==> config.mk <==
export PLATFORM = sky130hd
export DESIGN_NAME = flow_ctl
export DESIGN_NICKNAME = d
export VERILOG_FILES = /design/src/rtl/flow_pkg.sv /design/src/rtl/flow_cond_eval.sv /design/src/rtl/flow_target_calc.sv /design/src/rtl/flow_cycle_table.sv /design/src/rtl/flow_stack_seq.sv /design/src/rtl/flow_ctl.sv
export SDC_FILE = /design/constraint.sdc
export NUM_CORES = 1
export LEC_CHECK = 0
export ABC_AREA = 1
export BUFFER_PORTS_ARGS = -buffer_cell sky130_fd_sc_hd__buf_2
export CAP_MARGIN = 20
export CORE_MARGIN = 1
export CORE_UTILIZATION = 45
export CTS_BUF_LIST = sky130_fd_sc_hd__clkbuf_16
export DETAILED_ROUTE_END_ITERATION = 10
export GPL_TIMING_DRIVEN = 0
export PLACE_DENSITY_LB_ADDON = 0.25
export SYNTH_ARGS = -nofsm -noshare
export SYNTH_HDL_FRONTEND = slang
export SYNTH_HIERARCHICAL = 1
export SYNTH_SLANG_ARGS = --single-unit
==> constraint.sdc <==
create_clock -name clk -period 2.3 [get_ports clk]
set_input_delay 0.345 -clock clk [delete_from_list [all_inputs] [get_ports clk]]
set_output_delay 0.345 -clock clk [all_outputs]
set_load 0.05 [all_outputs]
==> src/rtl/flow_pkg.sv <==
package flow_pkg;

  typedef enum logic [2:0] {
    FK_JABS = 3'd0,
    FK_JREL = 3'd1,
    FK_CALL = 3'd2,
    FK_RET  = 3'd3,
    FK_RETI = 3'd4,
    FK_RST  = 3'd5,
    FK_JHL  = 3'd6
  } flow_kind_e;

  typedef enum logic [2:0] {
    SQ_IDLE,
    SQ_PUSH_HI,
    SQ_PUSH_LO,
    SQ_POP_LO,
    SQ_POP_HI,
    SQ_RESP
  } seq_state_e;

  // machine-cycle costs
  localparam int unsigned CY_JABS_T = 4;
  localparam int unsigned CY_JABS_N = 3;
  localparam int unsigned CY_JREL_T = 3;
  localparam int unsigned CY_JREL_N = 2;
  localparam int unsigned CY_CALL_T = 6;
  localparam int unsigned CY_CALL_N = 3;
  localparam int unsigned CY_RETC_T = 5;
  localparam int unsigned CY_RETC_N = 2;
  localparam int unsigned CY_RET_U  = 4;
  localparam int unsigned CY_RETI   = 4;
  localparam int unsigned CY_RST    = 4;
  localparam int unsigned CY_JHL    = 1;

  localparam logic [7:0] RST_VEC_MASK = 8'h38;

endpackage

==> src/rtl/flow_cond_eval.sv <==
module flow_cond_eval (
  input  logic       cond_en,
  input  logic [1:0] cc,
  input  logic       flag_z,
  input  logic       flag_c,
  output logic       take
);
  logic hit;

  always_comb begin
    unique case (cc)
      2'd0:    hit = ~flag_z;
      2'd1:    hit = flag_z;
      2'd2:    hit = ~flag_c;
      default: hit = flag_c;
    endcase
    take = ~cond_en | hit;
  end
endmodule

==> src/rtl/flow_target_calc.sv <==
module flow_target_calc
  import flow_pkg::*;
#(
  parameter int unsigned AW = 16,
  parameter int unsigned DW = 8
) (
  input  flow_kind_e       kind,
  input  logic             take,
  input  logic [DW-1:0]    opcode,
  input  logic [AW-1:0]    imm,
  input  logic [DW-1:0]    disp,
  input  logic [AW-1:0]    pc,
  input  logic [AW-1:0]    hl,
  output logic [AW-1:0]    target
);
  localparam int unsigned EXT_W = AW - DW;

  logic [AW-1:0] disp_ext;
  logic [AW-1:0] rst_vec;

  assign disp_ext = {{EXT_W{disp[DW-1]}}, disp};
  assign rst_vec  = {{EXT_W{1'b0}}, opcode & DW'(RST_VEC_MASK)};

  always_comb begin
    unique case (kind)
      FK_JABS, FK_CALL: target = take ? imm : pc;
      FK_JREL:          target = take ? (pc + disp_ext) : pc;
      FK_RST:           target = rst_vec;
      FK_JHL:           target = hl;
      default:          target = pc;  // returns take the popped word
    endcase
  end
endmodule

==> src/rtl/flow_cycle_table.sv <==
module flow_cycle_table
  import flow_pkg::*;
#(
  parameter int unsigned CYC_W = 3
) (
  input  flow_kind_e       kind,
  input  logic             cond_en,
  input  logic             take,
  output logic [CYC_W-1:0] cycles
);
  always_comb begin
    unique case (kind)
      FK_JABS: cycles = take ? CYC_W'(CY_JABS_T) : CYC_W'(CY_JABS_N);
      FK_JREL: cycles = take ? CYC_W'(CY_JREL_T) : CYC_W'(CY_JREL_N);
      FK_CALL: cycles = take ? CYC_W'(CY_CALL_T) : CYC_W'(CY_CALL_N);
      FK_RET: begin
        if (!cond_en)  cycles = CYC_W'(CY_RET_U);
        else if (take) cycles = CYC_W'(CY_RETC_T);
        else           cycles = CYC_W'(CY_RETC_N);
      end
      FK_RETI: cycles = CYC_W'(CY_RETI);
      FK_RST:  cycles = CYC_W'(CY_RST);
      default: cycles = CYC_W'(CY_JHL);
    endcase
  end
endmodule

==> src/rtl/flow_stack_seq.sv <==
module flow_stack_seq
  import flow_pkg::*;
#(
  parameter int unsigned AW = 16,
  parameter int unsigned DW = 8
) (
  input  logic          clk,
  input  logic          rst_n,
  input  logic          start,
  input  logic          do_push,
  input  logic          do_pop,
  input  logic [AW-1:0] push_word,
  input  logic [AW-1:0] sp,
  output logic          mem_valid,
  input  logic          mem_ready,
  output logic          mem_we,
  output logic [AW-1:0] mem_addr,
  output logic [DW-1:0] mem_wdata,
  input  logic [DW-1:0] mem_rdata,
  output logic          idle,
  output logic          resp,
  output logic [AW-1:0] pop_word
);
  seq_state_e    state_q, state_d;
  logic [DW-1:0] lo_q, hi_q;
  logic          xfer;

  assign xfer = mem_valid & mem_ready;

  always_comb begin
    state_d = state_q;
    unique case (state_q)
      SQ_IDLE: begin
        if (start) begin
          if (do_push)     state_d = SQ_PUSH_HI;
          else if (do_pop) state_d = SQ_POP_LO;
          else             state_d = SQ_RESP;
        end
      end
      SQ_PUSH_HI: if (mem_ready) state_d = SQ_PUSH_LO;
      SQ_PUSH_LO: if (mem_ready) state_d = SQ_RESP;
      SQ_POP_LO:  if (mem_ready) state_d = SQ_POP_HI;
      SQ_POP_HI:  if (mem_ready) state_d = SQ_RESP;
      default:    state_d = SQ_IDLE;
    endcase
  end

  always_comb begin
    mem_valid = 1'b0;
    mem_we    = 1'b0;
    mem_addr  = sp;
    mem_wdata = '0;
    unique case (state_q)
      SQ_PUSH_HI: begin
        mem_valid = 1'b1;
        mem_we    = 1'b1;
        mem_addr  = sp - AW'(1);
        mem_wdata = push_word[AW-1:DW];
      end
      SQ_PUSH_LO: begin
        mem_valid = 1'b1;
        mem_we    = 1'b1;
        mem_addr  = sp - AW'(2);
        mem_wdata = push_word[DW-1:0];
      end
      SQ_POP_LO: begin
        mem_valid = 1'b1;
        mem_addr  = sp;
      end
      SQ_POP_HI: begin
        mem_valid = 1'b1;
        mem_addr  = sp + AW'(1);
      end
      default: ;
    endcase
  end

  always_ff @(posedge clk or negedge rst_n) begin
    if (!rst_n) begin
      state_q <= SQ_IDLE;
      lo_q    <= '0;
      hi_q    <= '0;
    end else begin
      state_q <= state_d;
      if (xfer && state_q == SQ_POP_LO) lo_q <= mem_rdata;
      if (xfer && state_q == SQ_POP_HI) hi_q <= mem_rdata;
    end
  end

  assign idle     = (state_q == SQ_IDLE);
  assign resp     = (state_q == SQ_RESP);
  assign pop_word = {hi_q, lo_q};
endmodule

==> src/rtl/flow_ctl.sv <==
module flow_ctl
  import flow_pkg::*;
#(
  parameter int unsigned AW    = 16,
  parameter int unsigned DW    = 8,
  parameter int unsigned CYC_W = 3
) (
  input  logic             clk,
  input  logic             rst_n,
  input  logic             req_valid,
  output logic             req_ready,
  input  logic [2:0]       req_kind,
  input  logic             req_cond_en,
  input  logic [DW-1:0]    req_opcode,
  input  logic [AW-1:0]    req_imm,
  input  logic [DW-1:0]    req_disp,
  input  logic [AW-1:0]    req_pc,
  input  logic [AW-1:0]    req_sp,
  input  logic [AW-1:0]    req_hl,
  input  logic             flag_z,
  input  logic             flag_c,
  output logic             mem_valid,
  input  logic             mem_ready,
  output logic             mem_we,
  output logic [AW-1:0]    mem_addr,
  output logic [DW-1:0]    mem_wdata,
  input  logic [DW-1:0]    mem_rdata,
  output logic             done,
  output logic [AW-1:0]    next_pc,
  output logic [AW-1:0]    next_sp,
  output logic [CYC_W-1:0] cycles,
  output logic             taken,
  output logic             ime_set
);
  localparam logic [AW-1:0] SP_STEP = AW'(2);

  flow_kind_e       kind;
  logic             cond_eff;
  logic             take_d;
  logic [AW-1:0]    target_d;
  logic [CYC_W-1:0] cyc_d;
  logic             push_d, pop_d;
  logic             accept;
  logic             idle;
  logic [AW-1:0]    pop_word;

  logic             take_q, push_q, pop_q, ime_q;
  logic [AW-1:0]    target_q, ret_pc_q, sp_q, nsp_q;
  logic [CYC_W-1:0] cyc_q;

  assign kind     = flow_kind_e'(req_kind);
  assign cond_eff = req_cond_en &
                    (kind == FK_JABS || kind == FK_JREL ||
                     kind == FK_CALL || kind == FK_RET);
  assign accept   = req_valid & req_ready;

  flow_cond_eval u_cond (
    .cond_en (cond_eff),
    .cc      (req_opcode[4:3]),
    .flag_z  (flag_z),
    .flag_c  (flag_c),
    .take    (take_d)
  );

  flow_target_calc #(.AW(AW), .DW(DW)) u_tgt (
    .kind    (kind),
    .take    (take_d),
    .opcode  (req_opcode),
    .imm     (req_imm),
    .disp    (req_disp),
    .pc      (req_pc),
    .hl      (req_hl),
    .target  (target_d)
  );

  flow_cycle_table #(.CYC_W(CYC_W)) u_cyc (
    .kind    (kind),
    .cond_en (cond_eff),
    .take    (take_d),
    .cycles  (cyc_d)
  );

  assign push_d = (kind == FK_RST) | (kind == FK_CALL & take_d);
  assign pop_d  = (kind == FK_RETI) | (kind == FK_RET & take_d);

  always_ff @(posedge clk or negedge rst_n) begin
    if (!rst_n) begin
      take_q   <= 1'b0;
      push_q   <= 1'b0;
      pop_q    <= 1'b0;
      ime_q    <= 1'b0;
      target_q <= '0;
      ret_pc_q <= '0;
      sp_q     <= '0;
      nsp_q    <= '0;
      cyc_q    <= '0;
    end else if (accept) begin
      take_q   <= take_d;
      push_q   <= push_d;
      pop_q    <= pop_d;
      ime_q    <= (kind == FK_RETI);
      target_q <= target_d;
      ret_pc_q <= req_pc;
      sp_q     <= req_sp;
      cyc_q    <= cyc_d;
      if (push_d)     nsp_q <= req_sp - SP_STEP;
      else if (pop_d) nsp_q <= req_sp + SP_STEP;
      else            nsp_q <= req_sp;
    end
  end

  flow_stack_seq #(.AW(AW), .DW(DW)) u_seq (
    .clk       (clk),
    .rst_n     (rst_n),
    .start     (accept),
    .do_push   (push_d),
    .do_pop    (pop_d),
    .push_word (ret_pc_q),
    .sp        (sp_q),
    .mem_valid (mem_valid),
    .mem_ready (mem_ready),
    .mem_we    (mem_we),
    .mem_addr  (mem_addr),
    .mem_wdata (mem_wdata),
    .mem_rdata (mem_rdata),
    .idle      (idle),
    .resp      (done),
    .pop_word  (pop_word)
  );

  assign req_ready = idle;
  assign next_pc   = pop_q ? pop_word : target_q;
  assign next_sp   = nsp_q;
  assign cycles    = cyc_q;
  assign taken     = take_q;
  assign ime_set   = done & ime_q;
endmodule

==> results of run 1 <==
==> synthesized netlist by cell type (2+ instances only) <==
master      n  area, sq um
fa_1        2         40.0
mux2_2     14          158
o211ai_1   13         97.6
a22oi_1     2         15.0
nor2_1    104          390
dfrtp_1    88         2200
o21ai_2     2         17.5
nor2_8      3         60.1
mux2_1      2         22.5
buf_2       8         40.0
xor2_1      5         43.8
buf_4       5         37.5
or2_2      10         62.6
inv_2      11         41.3
a21oi_1    45          225
nor3_2      2         20.0
and2_1      3         18.8
nand3_2     8         80.1
nand2_4     4         45.0
nand3_4     2         35.0
nand2_1   477         1790
nor2_4      3         33.8
nor2_2      5         31.3
a22o_1     10         87.6
clkinv_1    2         7.51
nor3_1     13         65.1
o21ai_0    26          130
o21ai_1     9         45.0
nand4_1    19          119
inv_1     140          526
clkbuf_1   10         37.5
nand3_1    92          460
ha_1       33          413
nand3b_1    9         67.6
buf_6       5         56.3
nand2_2    10         62.6
or2_1       5         31.3
==> how the worst min path moves through the flow <==
| stage | from | to | slack (ns) | depth (start not counted) |
|---|---|---|---|---|
| after floorplan | rst_n | cycles[0] | 0.05 | 0 |
| after global placement | taken | taken | 0.46 | 2 |
| after detailed placement | rst_n | next_sp[15] | 0.27 | 1 |
| after CTS | mem_rdata[0] | u_seq/hi_q[0] | 0.21 | 2 |
| after global routing | mem_rdata[1] | u_seq/lo_q[1] | 0.22 | 2 |
| final | mem_rdata[3] | u_seq/hi_q[3] | 0.22 | 2 |
==> sequential cells by signal, indices dropped and copies added, names as in the netlist <==
register       flops
cycles             3
ime_q              1
next_sp           15
pop_q              1
ret_pc_q          16
sp_q              16
taken              1
target_q          16
u_seq/hi_q         8
u_seq/lo_q         8
u_seq/state_q      3
==> stage by stage <==
stage	setup TNS (ns)	hold slack (ns)	total power, W	cell area, sq um	utilization
after detailed placement	-5.89	0.267	0.0124	9010	0.538
after global routing	-9.09	0.220	0.0183	10500	0.627
after floorplan	-0.892	0.0494	0.0102	7920	-
after global placement	-5.44	0.459	0.0123	8980	0.536
final	-7.49	0.223	0.0173	10500	0.627
after CTS	-6.67	0.212	0.0161	10200	0.609
==> worst max-delay path, cell delays in order (launching register included) <==
cell	delay (ns)
dfrtp_2	0.45
nor2_4	0.14
buf_12	0.15
nand2_8	0.09
fa_2	0.37
nand2_2	0.10
nand2_2	0.07
nand3b_1	0.15
nand2_2	0.12
or2_4	0.28
nand3_4	0.08
nand3_4	0.08
buf_8	0.15
==> power groups by stage <==
| stage | logic (W) | clock network [W] | registers (W) |
|---|---|---|---|
| final | 0.0128 | 0.00152 | 0.00297 |
| after global routing | 0.0136 | 0.00160 | 0.00306 |
| after CTS | 0.0116 | 0.00155 | 0.00293 |
| after detailed placement | 0.00950 | 0 | 0.00289 |
| after global placement | 0.00938 | 0 | 0.00288 |
| after floorplan | 0.00692 | 0 | 0.00325 |
==> area by class of cell <==
type                            instances  area share
Multi-Input combinational cell        946       0.524
Sequential cell                        88       0.210
Timing Repair Buffer                  198       0.134
Inverter                              155      0.0582
Tap cell                              220      0.0262
Clock buffer                            9      0.0214
Buffer                                 28      0.0195
Clock inverter                          7     0.00726
==> routing by layer <==
metal	vias to the layer above	share of wire	wire length [microns]	global-route usage
li1	4296	-	-	-
met1	4029	0.41	10700	0.356
met2	337	0.49	12800	0.508
met3	76	0.054	1400	0.0430
met4	0	0.040	1040	0.128
met5	-	0	0	0
==> timing repair <==
action	in CTS	in global routing
endpoints found under the hold margin	22	0
resized for setup	136	62
setup endpoints to repair	27	37
hold buffers	1	0
gates cloned	3	0
setup buffers	25	14
pin swaps	32	37
==> cells by family (layout without fill, tap and decap cells) <==
logic type	count (synthesis)	in the layout	share of synthesized area
simple gates	773	775	0.439
xor+xnor	6	6	0.00675
compound gates	114	114	0.0888
flops	88	88	0.283
mux	16	16	0.0232
buf+inv	185	397	0.101
fa+ha+maj	35	35	0.0582
==> summary.md, run 1 <==
| Metric | Value |
|---|---|
| IO Pins | `163` |
| CP Capture Type | `output port` |
| Post-synth EDFFs | `0` |
| Place WS | `-0.504 ns` |
| Initial antenna violation count | `0` |
| Final min period | `2.94 ns` |
| # port buffers | `157` |
| DRC | `0` |
| Max Cap Violations | `0` |
| WL/cell | `15.7 microns` |
| Psw | `0.00953 W` |
| Seq/Total Area, Yosys | `0.283` |
| CTS Buf Count | `9` |
| Fin nets | `1559` |
| Crit path required time | `1.96 ns` |
| Power Internal | `0.00775 W` |
| Reg2Reg Setup Slack | `0.13 ns` |
| Async set-reset flop share out of synthesis | `1.00` |
| Final Setup Violations | `21` |
| Crit start category | `register` |
| Vias | `8738` |
| CTS tree | `done` |
| Number of detailed-route iterations in the first pass | `8` |
| Synth cell types | `53` |
| Global-route wire length before repair | `41.1 mm` |
| Die Span Y | `133 microns` |
| Worst skew pair latency | `0.36 ns` |
| Placement row count | `47` |
| Post-DRT Antenna Nets | `0` |
| Failing checks | `negative setup slack` |
| Layout area overhead | `35.2%` |
| Pwr Density | `1640 nW/um^2` |
| Hold Path Class | `in -> reg` |
| Worst Reg-to-Reg Cells | `14` |
| All-Layer GR Usage | `0.291` |
| Final Hold Fails | `0` |
| Static leakage | `5.62 nW` |
| Routed WL | `25.8 mm` |
| End of the critical path | `mem_addr[6]` |
| Switching share of power | `0.551` |
| Root buffer cell | `clkbuf_16` |
| Clock share of power | `0.088` |
| Synthesized area per cell | `6.39 sq um` |
| Peak supply drop | `1740 uV` |
| Fill count | `1523` |
| Multi-input logic area | `5510 sq um` |
| Reg2reg end | `u_seq/state_q[1]` |
| Reg clk slew, reported paths | `0.08 ns` |
| Max frequency | `0.341 GHz` |
| Commonest non-fill, non-tap cell in the layout | `nand2_1` |
| Setup ws final | `-0.635 ns` |
| Placer Congestion | `0.985` |
| Vias in the first global route | `8351` |
| Status | `finished with violations` |
| Fin. max-slew vios | `0` |
| Crit path max fanout | `5` |
| Register bit total from synthesis | `88` |
| Synth warn | `6` |
| H-tree depth | `3` |
| Part of the power in combinational logic | `0.740` |
| Crit path DAT | `2.59 ns` |
| Register share of total power | `0.172` |
| DRT iter0 DRCs | `657` |
| CTS Buffer Depth | `2` |
| Setup CP Type | `reg -> out` |
| Die width | `133 microns` |
| Starting Density | `0.464` |
| Ys flop type | `dfrtp_1` |
| Die area | `17800 sq um` |
| Antenna diodes | `0` |
| RSZ-0062 raised after global routing | `yes` |
| Grt total ovfl | `0` |
| Hpwl dp | `18.7 mm` |
| Placed Cells | `1595` |
| CORE AREA | `16800 sq um` |
| Crit. Startpoint | `u_seq/state_q[0]` |
| Netlist Area Pre-Place | `7780 sq um` |
| Share of cells above drive strength 1 | `0.284` |
| Tcrit/Tclk final | `1.28` |
| Via density | `5.29` |
| Pin count of the biggest net entering global routing | `67` |
| Mapped Cells | `1217` |
| Register area | `2210 sq um` |
| Final Non-Filler Cells | `1651` |
| Most frequent cells in the layout | `nand2_1 (451), buf_2 (137), inv_1 (135)` |
| Slew headroom | `0.654` |
| Worst r2r src | `u_seq/state_q[0]` |
| Syn_nets | `1350` |
| Least-Margin Pin Slew | `0.519 ns` |
| Clk_skew | `0.0118 ns` |
| Sink Count | `88` |
No activity file was read; power rests on OpenSTA's default activity.
==> run 2: changes to the inputs <==
SKIP_LAST_GASP = 1   (was unset)
clock period = 3.5 ns   (was 2.3 ns; I/O delays follow)
==> run 2 against run 1 <==
  * The flow now finishes without violations
  * Count of clock-buffer cells in the layout did not move
  * Via count is 4.4% lower
  * Highest routed layer unchanged
  * Combinational power is 53% lower
  * Sequential power down 37%
==> summary.md, run 2 (synthesis results as in run 1) <==
| Metric | Value |
|---|---|
| Status | `finished, final reports clean` |
| Placed Cells | `1595 (unchanged)` |
| Most frequent cells in the layout | `nand2_1 (477), buf_2 (164), inv_1 (141)` |
| RSZ-0062 raised after global routing | `no` |
| Crit path max fanout | `20 (+15)` |
| Setup ws final | `0.142 ns (+0.777 ns)` |
| DRT iter0 DRCs | `731 (+11%)` |
| Clk_skew | `0.00636 ns (-0.00547 ns)` |
| Fill count | `1740 (+14%)` |
| Crit start category | `register` |
| Pin count of the biggest net entering global routing | `51 (-24%)` |
| Least-Margin Pin Slew | `0.535 ns (+0.0156 ns)` |
| Post-CTS Setup Inserts | `0 (-100%)` |
| Setup TNS | `0 ns (+7.49 ns)` |
| Number of detailed-route iterations in the first pass | `5 (-3)` |
| Initial antenna violation count | `0 (unchanged)` |
| Fin nets | `1519 (-2.6%)` |
| WL/cell | `14.4 microns (-8.3%)` |
| Root buffer cell | `clkbuf_16` |
| Pwr Density | `964 nW/um^2 (-41%)` |
| Crit path required time | `2.97 ns (+1.01 ns)` |
| DR WL met2 | `11.2 mm (-12%)` |
| Placement row count | `47 (unchanged)` |
| WL met1 | `9.90 mm (-7.1%)` |
| Register area | `2200 sq um (-0.17%)` |
| Reg clk slew, reported paths | `0.07 ns (about the same)` |
| Static leakage | `5.22 nW (-7.1%)` |
| CTS Buffer Depth | `2 (unchanged)` |
| CTS Buf Count | `9 (unchanged)` |
| Hold Buf Count CTS | `0 (-1)` |
| H-tree depth | `3 (unchanged)` |
| Global-route wire length before repair | `38.1 mm (-7.3%)` |
| Share of cells above drive strength 1 | `0.196 (-0.0875)` |
| Final Setup Violations | `0 (-100%)` |
| Vias | `8355 (-4.4%)` |
| CORE AREA | `16800 sq um (unchanged)` |
| Max frequency | `0.298 GHz` |
| Commonest non-fill, non-tap cell in the layout | `nand2_1` |
| Layout area overhead | `17.9%` |
| CP Capture Type | `output port` |
| All-Layer GR Usage | `0.271 (-0.0205)` |
| Post-DRT Antenna Nets | `0 (unchanged)` |
| IO Pins | `163 (unchanged)` |
| DRC | `0 (unchanged)` |
| Largest regs | `ret_pc_q x16, sp_q x16, target_q x16` |
| Placer Congestion | `0.930 (-5.6%)` |
| Setup CP Type | `reg -> out` |
| Crit path DAT | `2.83 ns (+0.24 ns)` |
| Vias in the first global route | `7870 (-5.8%)` |
| Multi-input logic area | `4800 sq um (-13%)` |
| Slew headroom | `0.643 (-0.0104)` |
| WL met3 | `1.50 mm (+7.4%)` |
| Die Span Y | `133 microns (unchanged)` |
| Die area | `17800 sq um (unchanged)` |
| Hold Path Class | `in -> async` |
| Max Cap Violations | `0 (unchanged)` |
| Sink Count | `88 (unchanged)` |
| Die width | `133 microns (unchanged)` |
| # port buffers | `157 (unchanged)` |
| Peak supply drop | `1110 uV (-36%)` |
| Starting Density | `0.464 (unchanged)` |
| Antenna diodes | `0 (unchanged)` |
| Final Hold Fails | `0 (unchanged)` |
| Worst skew pair latency | `0.35 ns (about the same)` |
| Hold Slack | `0.148 ns (-0.0750 ns)` |
| Final Non-Filler Cells | `1611 (-2.4%)` |
| Max layer used | `met4` |
| Place WS | `0.394 ns (+0.898 ns)` |
| Via density | `5.19 (-2.0%)` |
| Final min period | `3.36 ns` |
| Grt total ovfl | `0 (unchanged)` |
| Fin. max-slew vios | `0 (unchanged)` |
| Hpwl dp | `18.6 mm (-0.63%)` |
| Routed WL | `23.1 mm (-11%)` |
| Tcrit/Tclk final | `0.959` |
| CTS tree | `done` |
## run 2: layout make-up
class | count | share of cell area
buffer | 30 | 0.0217
clock buffer | 9 | 0.0245
clock inverter | 7 | 0.00791
inverter | 155 | 0.0638
multi-input combinational | 944 | 0.523
sequential | 88 | 0.240
tap | 220 | 0.0300
timing repair buffer | 158 | 0.0889
## run 2: where the power goes
part / total [W] / switching [W] / internal [W] / leakage, nW
Sequential: 0.00188 / 0.000384 / 0.00150 / 1.09
Combinational: 0.00599 / 0.00430 / 0.00168 / 3.98
Clock: 0.000980 / 0.000425 / 0.000556 / 0.152
Total: 0.00885 / 0.00511 / 0.00374 / 5.22
## run 2: what timing repair did
item                                    4_1_cts  5_1_grt
endpoints found under the hold margin         0        0
endpoints found under the setup margin        0       13
gates resized for setup                       0        1
## run 2: path summary, 6_finish.rpt
| path | end | depth (start not counted) | startpoint | slack (ns) |
|---|---|---|---|---|
| setup / recovery | mem_addr[4] | 10 | u_seq/state_q[1] | 0.14 |
| hold / removal | next_sp[9] | 1 | rst_n | 0.15 |
| setup reg to reg | u_seq/state_q[1] | 13 | u_seq/state_q[1] | 1.03 |
| hold reg to reg | cycles[0] | 2 | cycles[0] | 0.48 |
| max in group asynchronous | ret_pc_q[8] | 2 | rst_n | 2.71 |
| min in group clk | u_seq/hi_q[0] | 2 | mem_rdata[0] | 0.41 |
## run 2: per-layer routing
layer  vias to the layer above  global-route usage
met5                         -                   0
met4                         0              0.0972
met3                        40              0.0438
met2                       305               0.469
met1                      3803               0.339
li1                       4207                   -
## run 2: through the flow
step,cell area (sq um),utilization,power (W)
floorplan,7780,-,0.00641
global placement,8840,0.528,0.00778
detailed placement,8870,0.529,0.00787
CTS,9170,0.547,0.00888
global route,9170,0.547,0.00956
finish,9170,0.547,0.00885
## run 2: critical path, cell delays in order, from the launching register on
cell     delay, ns
dfrtp_1       0.36
buf_4         0.16
nor2_2        0.14
nand2_4       0.20
ha_1          0.39
or2_2         0.29
and2_1        0.19
or2_2         0.27
nand3_1       0.07
o21ai_0       0.15
buf_2         0.25
